<file path="src/rtl/tdm_mux_pkg.sv">
package tdm_mux_pkg;
  localparam int LANES      = 4;
  localparam int SLOT_BITS  = 8;
  localparam int BASE_CH    = 32;
  localparam int MAX_FACTOR = 4;
  localparam int BIT_W      = $clog2(SLOT_BITS);
  localparam int CH_W       = $clog2(BASE_CH);
  localparam int ST_W       = $clog2(LANES);
  localparam int BASE_LEN   = SLOT_BITS * BASE_CH;
  localparam int POS_W      = $clog2(BASE_LEN * MAX_FACTOR);
  localparam int SLOT_W     = POS_W - BIT_W;
  localparam int TAG_W      = ST_W + CH_W;

  typedef enum logic [1:0] {
    MODE_2M   = 2'b00,
    MODE_4M   = 2'b01,
    MODE_8M   = 2'b10,
    MODE_RSVD = 2'b11
  } rate_mode_e;

  typedef struct packed {
    logic            used;
    logic [ST_W-1:0] stream;
    logic [CH_W-1:0] chan;
  } slot_tag_t;

  // Clocks per frame for a given rate mode
  function automatic logic [POS_W:0] frame_len(rate_mode_e m);
    case (m)
      MODE_4M: return (POS_W+1)'(BASE_LEN * 2);
      MODE_8M: return (POS_W+1)'(BASE_LEN * 4);
      default: return (POS_W+1)'(BASE_LEN);
    endcase
  endfunction

  // Which stream/channel a physical lane carries in a given slot
  function automatic slot_tag_t slot_map(rate_mode_e m, logic [ST_W-1:0] lane,
                                         logic [SLOT_W-1:0] slot);
    slot_tag_t t;
    t = '0;
    case (m)
      MODE_2M: begin
        t.used   = 1'b1;
        t.stream = lane;
        t.chan   = slot[CH_W-1:0];
      end
      MODE_4M: begin
        t.used   = ~lane[0];
        t.stream = {lane[1], slot[0]};
        t.chan   = slot[CH_W:1];
      end
      MODE_8M: begin
        t.used   = (lane == '0);
        t.stream = slot[1:0];
        t.chan   = slot[CH_W+1:2];
      end
      default: t = '0;
    endcase
    return t;
  endfunction
endpackage

</file>
<file path="src/rtl/tdm_frame_timer.sv">
module tdm_frame_timer
  import tdm_mux_pkg::*;
(
  input  logic              clk,
  input  logic              rst_n,
  input  logic              frame_i,
  input  rate_mode_e        mode_i,
  output rate_mode_e        cur_mode_o,
  output logic [BIT_W-1:0]  bit_o,
  output logic [SLOT_W-1:0] slot_o
);
  logic [POS_W-1:0] pos_q;
  logic [POS_W-1:0] cur_pos;
  rate_mode_e       mode_q;
  rate_mode_e       cur_mode;
  logic             wrap_w;

  // The pulse cycle is position 0 and also adopts the requested mode
  assign cur_pos  = frame_i ? '0 : pos_q;
  assign cur_mode = frame_i ? mode_i : mode_q;
  assign wrap_w   = ({1'b0, cur_pos} == frame_len(cur_mode) - 1'b1);

  always_ff @(posedge clk or negedge rst_n) begin
    if (!rst_n) begin
      pos_q  <= '0;
      mode_q <= MODE_RSVD;
    end else begin
      pos_q  <= wrap_w ? '0 : cur_pos + 1'b1;
      mode_q <= cur_mode;
    end
  end

  assign cur_mode_o = cur_mode;
  assign bit_o      = cur_pos[BIT_W-1:0];
  assign slot_o     = cur_pos[POS_W-1:BIT_W];

  AST_POS_IN_FRAME: assert property (@(posedge clk) disable iff (!rst_n)
    {1'b0, pos_q} < frame_len(mode_q));
  AST_PULSE_RESTART: assert property (@(posedge clk) disable iff (!rst_n)
    frame_i |=> (pos_q == POS_W'(1)));
  AST_MODE_FRAME_ONLY: assert property (@(posedge clk) disable iff (!rst_n)
    !frame_i |=> $stable(mode_q));
endmodule

</file>
<file path="src/rtl/tdm_tx_lane.sv">
module tdm_tx_lane
  import tdm_mux_pkg::*;
#(
  parameter int LANE_ID = 0
) (
  input  logic                 clk,
  input  logic                 rst_n,
  input  rate_mode_e           cur_mode_i,
  input  logic [BIT_W-1:0]     bit_i,
  input  logic [SLOT_W-1:0]    slot_i,
  input  logic [SLOT_BITS-1:0] byte_i,
  output slot_tag_t            tag_o,
  output logic                 pin_o
);
  slot_tag_t            tag_w;
  logic                 slot_start_w;
  logic [SLOT_BITS-1:0] sh_q;
  logic                 pin_q;

  assign tag_w        = slot_map(cur_mode_i, ST_W'(LANE_ID), slot_i);
  assign slot_start_w = (bit_i == '0);

  always_ff @(posedge clk or negedge rst_n) begin
    if (!rst_n) begin
      pin_q <= 1'b1;
      sh_q  <= '1;
    end else if (slot_start_w) begin
      pin_q <= tag_w.used ? byte_i[SLOT_BITS-1] : 1'b1;
      sh_q  <= tag_w.used ? {byte_i[SLOT_BITS-2:0], 1'b1} : '1;
    end else begin
      pin_q <= sh_q[SLOT_BITS-1];
      sh_q  <= {sh_q[SLOT_BITS-2:0], 1'b1};
    end
  end

  assign tag_o = tag_w;
  assign pin_o = pin_q;

  AST_IDLE_LANE_HIGH: assert property (@(posedge clk) disable iff (!rst_n)
    (slot_start_w && !tag_w.used) |=> pin_q);
  AST_MSB_FIRST: assert property (@(posedge clk) disable iff (!rst_n)
    (slot_start_w && tag_w.used) |=> (pin_q == $past(byte_i[SLOT_BITS-1])));
endmodule

</file>
<file path="src/rtl/tdm_rx_lane.sv">
module tdm_rx_lane
  import tdm_mux_pkg::*;
#(
  parameter int LANE_ID = 0
) (
  input  logic                 clk,
  input  logic                 rst_n,
  input  rate_mode_e           cur_mode_i,
  input  logic [BIT_W-1:0]     bit_i,
  input  logic [SLOT_W-1:0]    slot_i,
  input  logic                 pin_i,
  output logic                 valid_o,
  output logic [SLOT_BITS-1:0] byte_o,
  output logic [ST_W-1:0]      stream_o,
  output logic [CH_W-1:0]      chan_o
);
  slot_tag_t            tag_w;
  logic                 last_bit_w;
  logic [SLOT_BITS-2:0] sh_q;
  logic                 valid_q;
  logic [SLOT_BITS-1:0] byte_q;
  logic [ST_W-1:0]      stream_q;
  logic [CH_W-1:0]      chan_q;

  assign tag_w      = slot_map(cur_mode_i, ST_W'(LANE_ID), slot_i);
  assign last_bit_w = (bit_i == BIT_W'(SLOT_BITS - 1));

  always_ff @(posedge clk or negedge rst_n) begin
    if (!rst_n) begin
      sh_q     <= '0;
      valid_q  <= 1'b0;
      byte_q   <= '0;
      stream_q <= '0;
      chan_q   <= '0;
    end else begin
      sh_q    <= {sh_q[SLOT_BITS-3:0], pin_i};
      valid_q <= last_bit_w && tag_w.used;
      if (last_bit_w && tag_w.used) begin
        byte_q   <= {sh_q, pin_i};
        stream_q <= tag_w.stream;
        chan_q   <= tag_w.chan;
      end
    end
  end

  assign valid_o  = valid_q;
  assign byte_o   = byte_q;
  assign stream_o = stream_q;
  assign chan_o   = chan_q;

  AST_RX_AFTER_LAST: assert property (@(posedge clk) disable iff (!rst_n)
    valid_q |-> $past(last_bit_w));
  AST_RX_RSVD_SILENT: assert property (@(posedge clk) disable iff (!rst_n)
    valid_q |-> ($past(cur_mode_i) != MODE_RSVD));
endmodule

</file>
<file path="src/rtl/tdm_stream_mux.sv">
module tdm_stream_mux
  import tdm_mux_pkg::*;
(
  input  logic                       clk,
  input  logic                       rst_n,
  input  logic                       frame_i,
  input  logic [1:0]                 mode_i,
  output logic                       tx_load_o,
  output logic [LANES*TAG_W-1:0]     tx_addr_o,
  input  logic [LANES*SLOT_BITS-1:0] tx_byte_i,
  output logic [LANES-1:0]           tx_pin_o,
  input  logic [LANES-1:0]           rx_pin_i,
  output logic [LANES-1:0]           rx_valid_o,
  output logic [LANES*SLOT_BITS-1:0] rx_byte_o,
  output logic [LANES*ST_W-1:0]      rx_stream_o,
  output logic [LANES*CH_W-1:0]      rx_chan_o
);
  rate_mode_e        cur_mode;
  logic [BIT_W-1:0]  bit_idx;
  logic [SLOT_W-1:0] slot_idx;
  logic [LANES-1:0]  lane_used;

  tdm_frame_timer u_timer (
    .clk        (clk),
    .rst_n      (rst_n),
    .frame_i    (frame_i),
    .mode_i     (rate_mode_e'(mode_i)),
    .cur_mode_o (cur_mode),
    .bit_o      (bit_idx),
    .slot_o     (slot_idx)
  );

  assign tx_load_o = (bit_idx == '0) && (cur_mode != MODE_RSVD);

  for (genvar g = 0; g < LANES; g++) begin : g_lane
    slot_tag_t tx_tag;

    tdm_tx_lane #(.LANE_ID(g)) u_tx (
      .clk        (clk),
      .rst_n      (rst_n),
      .cur_mode_i (cur_mode),
      .bit_i      (bit_idx),
      .slot_i     (slot_idx),
      .byte_i     (tx_byte_i[SLOT_BITS*g +: SLOT_BITS]),
      .tag_o      (tx_tag),
      .pin_o      (tx_pin_o[g])
    );

    assign lane_used[g] = tx_tag.used;
    assign tx_addr_o[TAG_W*g +: TAG_W] = tx_tag.used ? {tx_tag.stream, tx_tag.chan} : '0;

    tdm_rx_lane #(.LANE_ID(g)) u_rx (
      .clk        (clk),
      .rst_n      (rst_n),
      .cur_mode_i (cur_mode),
      .bit_i      (bit_idx),
      .slot_i     (slot_idx),
      .pin_i      (rx_pin_i[g]),
      .valid_o    (rx_valid_o[g]),
      .byte_o     (rx_byte_o[SLOT_BITS*g +: SLOT_BITS]),
      .stream_o   (rx_stream_o[ST_W*g +: ST_W]),
      .chan_o     (rx_chan_o[CH_W*g +: CH_W])
    );
  end

  AST_SINGLE_LANE_8M: assert property (@(posedge clk) disable iff (!rst_n)
    (cur_mode == MODE_8M) |-> (lane_used == LANES'(1)));
  AST_TWO_LANES_4M: assert property (@(posedge clk) disable iff (!rst_n)
    (cur_mode == MODE_4M) |-> ($countones(lane_used) == 2));
  AST_RSVD_NO_STROBE: assert property (@(posedge clk) disable iff (!rst_n)
    (cur_mode == MODE_RSVD) |=> (rx_valid_o == '0));
endmodule

</file>
<file path="config.mk">
export PLATFORM = sky130hd
export DESIGN_NAME = tdm_stream_mux
export DESIGN_NICKNAME = d
export VERILOG_FILES = /design/src/rtl/tdm_mux_pkg.sv /design/src/rtl/tdm_frame_timer.sv /design/src/rtl/tdm_tx_lane.sv /design/src/rtl/tdm_rx_lane.sv /design/src/rtl/tdm_stream_mux.sv
export SDC_FILE = /design/constraint.sdc
export NUM_CORES = 1
export LEC_CHECK = 0
export BUFFER_PORTS_ARGS = -buffer_cell sky130_fd_sc_hd__clkbuf_2
export CORE_MARGIN = 4
export CORE_UTILIZATION = 47
export CTS_BUF_LIST = sky130_fd_sc_hd__clkbuf_16
export DETAILED_ROUTE_END_ITERATION = 10
export HOLD_SLACK_MARGIN = 0.08
export PLACE_DENSITY = 0.78
export SLEW_MARGIN = 20
export SYNTH_ARGS = -nofsm -noshare
export SYNTH_HDL_FRONTEND = slang
export SYNTH_HIERARCHICAL = 1
export SYNTH_SLANG_ARGS = --single-unit
</file>
<file path="constraint.sdc">
create_clock -name clk -period 4 [get_ports clk]
set_input_delay 0.8 -clock clk [delete_from_list [all_inputs] [get_ports clk]]
set_output_delay 0.8 -clock clk [all_outputs]
set_load 0.05 [all_outputs]
</file>
After elaboration in Yosys (flattened, before gate mapping)
Cells that the tools add are included.
{"block": "classes", "n_eq_ne": 5, "addsub": 2, "n_mux": 28, "n_reduce_logical": 7}
{"op": "$pmux W8 S3", "n": 4}
{"op": "$mux W8", "n": 8}
{"op": "$mux W7", "n": 4}
{"op": "$pmux W11 S2", "n": 1}
{"op": "$mux W10", "n": 2}
{"op": "$eq A10 B11 Y1", "n": 1}
{"op": "$sub A11 B1 Y11 const B", "n": 1}
{"op": "$add A10 B1 Y10 const B", "n": 1}
{"op": "$mux W1", "n": 8}
{"op": "$logic_and A1 B1 Y1", "n": 5}
{"op": "$eq A3 B3 Y1 const B", "n": 1}
{"op": "$logic_not A3 Y1", "n": 1}
{"op": "$eq A2 B1 Y1 const B", "n": 1}
{"op": "$eq A2 B2 Y1 const B", "n": 1}
{"op": "$logic_not A2 Y1", "n": 1}
{"op": "$mux W2", "n": 1}
{"op": "$ne A2 B2 Y1 const B", "n": 1}
{"block": "word_totals", "inputBits": 41, "elab_cells": 72, "output_inout_bits": 97, "reg_bits": 140}

Logic depth before layout (Yosys ltp)
{"block": "logic_depth", "depth_word": 6, "mapped_depth": 9, "ltp_nobuf": 7}

Cells and area by module
The synthesis kept the hierarchy.
{"module": "tdm_rx_lane (g_lane[1].u_rx ...)", "seq_area_each_um2": 575.6, "cells_per_inst": 48, "instances": 2, "area_each_um2": 860.8}
{"module": "tdm_rx_lane (g_lane[0].u_rx)", "seq_area_each_um2": 575.6, "cells_per_inst": 70, "instances": 1, "area_each_um2": 991.0}
{"module": "tdm_rx_lane (g_lane[2].u_rx)", "seq_area_each_um2": 575.6, "cells_per_inst": 57, "instances": 1, "area_each_um2": 890.9}
{"module": "tdm_frame_timer", "seq_area_each_um2": 302.8, "cells_per_inst": 68, "instances": 1, "area_each_um2": 709.4}
{"module": "tdm_tx_lane (g_lane[0].u_tx)", "seq_area_each_um2": 210.2, "cells_per_inst": 57, "instances": 1, "area_each_um2": 540.5}
{"module": "tdm_tx_lane (g_lane[1].u_tx)", "seq_area_each_um2": 210.2, "cells_per_inst": 46, "instances": 1, "area_each_um2": 521.8}
{"module": "tdm_tx_lane (g_lane[3].u_tx)", "seq_area_each_um2": 210.2, "cells_per_inst": 45, "instances": 1, "area_each_um2": 514.2}
{"module": "tdm_tx_lane (g_lane[2].u_tx)", "seq_area_each_um2": 210.2, "cells_per_inst": 57, "instances": 1, "area_each_um2": 510.5}
{"module": "tdm_stream_mux", "seq_area_each_um2": 0.0, "cells_per_inst": 29, "instances": 1, "area_each_um2": 190.2}

Worst setup path before layout
Ideal clock, no wire load.
{"block": "synth_timing", "kind": "in2out", "startpoint": "input port frame_i", "endpoint": "output port tx_addr_o[0]", "n_path_buf": 3, "cell_stages": 8, "required_ns": 3.200, "path_slack_ns": 0.137, "arrival_ns": 3.063, "path_cell_list": "clkbuf_1 -> mux2i_1 -> inv_1 -> clkbuf_1 -> clkbuf_1 -> nand3b_1 -> o21ai_0 -> and2_1"}
{"element": "start: declaration", "line_no": "tdm_stream_mux.sv:6", "source": "input logic frame_i,"}
{"element": "end: declaration", "line_no": "tdm_stream_mux.sv:9", "source": "output logic [LANES*TAG_W-1:0] tx_addr_o,"}

==> flow_summary_export.csv <==
group,metric,value,unit
status,outcome,"completed",
die,dieHeight,126.4,µm
worst_setup_path,crit_chain,"clkbuf_2, buf_4, nor2b_2, buf_4, mux2i_1, o21ai_0, and2_1, clkbuf_2",
global_route,grt_pass1_wl,25190,µm
worst_setup_path,cp-start-kind,"primary input",
logic_synthesis,ys_top_cells_by_count,"dfrtp_1 (102), mux2_2 (36), dfstp_2 (34), mux2i_1 (31)",
worst_setup_path,crit_type,"in2out",
finish,diodes,0,
timing,slew_violations,0,
die,std_cell_rows,43,
finish,drive_above_1_share,44.85,%
logic_synthesis,synth_warnings,6,
global_route,grt_use_total,19.70,%
global_route,grt_start_max_net_pins,85,
timing,hold_violations,0,
timing,clock_skew,0.006917,ns
cts,cts_tree,"yes",
worst_setup_path,cp-end-kind,"output pin",
die,dieArea,15980,µm²
logic_synthesis,synth_edf_count,0,
logic_synthesis,ys_types,55,
power_and_ir_drop,leakage,0.003992,µW
logic_synthesis,synth_top_area_share,38.73,%
cts,cts-hold-fix-buffers,0,
cts,clockRootBuffer,"clkbuf_16",
logic_synthesis,avgSynthCellArea,12.55,µm²
place,dp_hpwl,10560,µm
die,io_pins,138,
logic_synthesis,synth-main-ff-cell,"dfrtp_1",
worst_setup_path,cp.required,3.20,ns
worst_setup_path,slowest_stage,"nor2b_2",
finish,area_growth,22.00,%
logic_synthesis,syn-num-nets,570,
timing,tightest_slew,0.8220,ns
cts,clk-insertion-delay-late,0.41,ns
logic_synthesis,synthArstFlopShare,100.0,%
route,route.met3.wl,972,µm
power_and_ir_drop,powerDensity,462.9,nW/µm²
timing,grt_setup_unrepaired,"no",
die,coreArea,13830,µm²
place,place.gp.congestion,0.8520,
timing,slew_headroom,45.09,%
route,wirelength_met1,6743,µm
route,drt-pass1-iter-count,4,
route,met2_length,7185,µm
die,start_util,47.66,%
die,dieWidth,126.4,µm
cts,clk_path_buf_depth,2,
worst_setup_path,worstPathArrival,2.88,ns
route,drt_first_iter_violations,462,
timing,period_share,91.97,%
place,pre_cts_slack,0.3480,ns
route,via_count,4620,
route,wl_per_cell,17.77,µm
worst_setup_path,max_stage_delay,0.63,ns
worst_setup_path,path_buf_inv,4,
cts,cts_made_buffers,17,
route,top_layer,"met4",
logic_synthesis,synthTopCellsByArea,"dfrtp_1 (39%), dfstp_2 (14%), mux2_2 (6.2%)",
global_route,grt_pass1_vias,4800,
worst_setup_path,cp_top_family,"buffers and inverters",
logic_synthesis,synth.most_common_cell,"dfrtp_1",
cts,cts_num_sinks,136,
timing,timing.fmax,0.2718,GHz
job,cap_viol_max_count,0,
cts,cts-resized-gates,0,
timing,fin_ws,0.3212,ns
timing,setup_violations,0,
route,ant_nets,0,
logic_synthesis,netlist_area,6590,µm²
timing,min_period,3.679,ns
route,drc,0,
power_and_ir_drop,vdd_drop_max,0.0002977,V
worst_setup_path,crit_fanout,15,
logic_synthesis,synth.largest_area_cell,"dfrtp_1",
global_route,overflow,0,
logic_synthesis,ys_seq_area_share,52.29,%
logic_synthesis,syn_inst,525,
timing,finalSetupTns,0,ns
cts,path_clk_slew,0.06,ns
route,totalWireLength,15280,µm
logic_synthesis,synth-seq-cells,136,
finish,layout.nets,712,
cts,cts_setup_buffers,0,
route,via_per_inst,5.372,
place,port_buffers,137,
global_route,antenna_found_initial,0,
cts,h-tree-depth,4,
worst_hold_path,min_path_type,"reg2reg",
[state kept, by name, indices dropped and copies added, names as in the netlist]
register / count
g_lane.u_rx/byte_o: 32
g_lane.u_rx/sh_q: 28
g_lane.u_tx/sh_q: 28
g_lane.u_rx/chan_o: 20
u_timer/pos_q: 10
g_lane.u_rx/stream_o: 8
g_lane.u_rx/valid_o: 4
g_lane.u_tx/pin_o: 4
u_timer/mode_q: 2
[routing by layer]
| layer | GRT usage [%] | vias to the layer above |
|---|---|---|
| li1 | - | 2149 |
| met5 | 0 | - |
| met2 | 29.95 | 165 |
| met4 | 7.508 | 0 |
| met3 | 5.684 | 28 |
| met1 | 26.90 | 2278 |
[area by class of cell]
class | instances | area, µm²
fillers | 1107 | 5787
flip-flops and latches | 136 | 3446
multi-input cells | 343 | 2874
repair buffers | 154 | 874.6
clock buffers | 17 | 425.4
well taps | 180 | 225.2
clock inverters | 15 | 137.6
inverters | 15 | 57.56
[kinds of logic (layout without fill, tap and decap cells)]
group                    Yosys count  after routing  synth area share, %
AO/OA/AOI/OAI                     84             84                8.601
adder cells (fa/ha/maj)            6              6                1.063
multiplexers                      93             93                16.78
AND/OR/NAND/NOR                  151            151                15.47
buffers and inverters             46            201                4.594
XOR/XNOR                           9              9                1.196
flip-flops                       136            136                52.29
[placed cells by master (no fill, tap or decap), drive strengths merged, types with 3 or more instances in the layout]
cell type	synthesis	final
a21oi	11	11
a22oi	5	5
a32oi	7	7
and2	29	29
buf	19	20
clkbuf	12	151
clkinv	0	7
clkinvlp	0	4
dfrtp	102	102
dfstp	34	34
ha	4	4
inv	15	17
mux2	62	62
mux2i	31	31
nand2	20	20
nand3	4	4
nand3b	17	17
nand4b	5	5
nor2	18	18
nor2b	21	21
nor3	5	5
o21ai	33	33
o2bb2ai	8	8
o31ai	14	14
or2	4	4
or3	17	17
or3b	3	3
xnor2	5	5
xor2	4	4
[worst reg2reg max path: stages (launching register included)]
cell	delay (ns)
dfstp_2	0.36
mux2i_1	0.21
clkinv_2	0.30
buf_12	0.29
ha_1	0.35
or3b_1	0.40
a311oi_4	0.46
nor3_1	0.10
[stage by stage]
step | hold slack [ns] | instances | utilization, % | total power (µW) | instance area [µm²]
after CTS | 0.3683 | 860 | 58.15 | 3759 | 8040
after detailed placement | 0.3555 | 828 | 54.08 | 2263 | 7477
after floorplan | 0.3486 | 525 | - | 2085 | 6590
after global placement | 0.3511 | 828 | 54.08 | 2241 | 7477
after global routing | 0.3780 | 860 | 58.15 | 3886 | 8040
final | 0.3659 | 860 | 58.15 | 3722 | 8040
[final timing paths]
check | slack, ns | start | to | depth (start not counted)
min reg2reg | 0.37 | g_lane[3].u_rx/sh_q[0] | g_lane[3].u_rx/sh_q[1] | 0
max in group asynchronous | 2.65 | rst_n | g_lane[3].u_tx/sh_q[4] | 2
max | 0.32 | frame_i | tx_addr_o[23] | 8
max reg2reg | 1.41 | u_timer/mode_q[1] | u_timer/pos_q[3] | 7
min in group asynchronous | 0.41 | rst_n | g_lane[2].u_rx/byte_o[7] | 1
min | 0.37 | g_lane[3].u_rx/sh_q[0] | g_lane[3].u_rx/sh_q[1] | 0
[power by group]
group	switching, µW	internal [µW]
clock	579	905
sequential	55.6	1530
combinational	443	209
(Power assumes the default switching activity.)
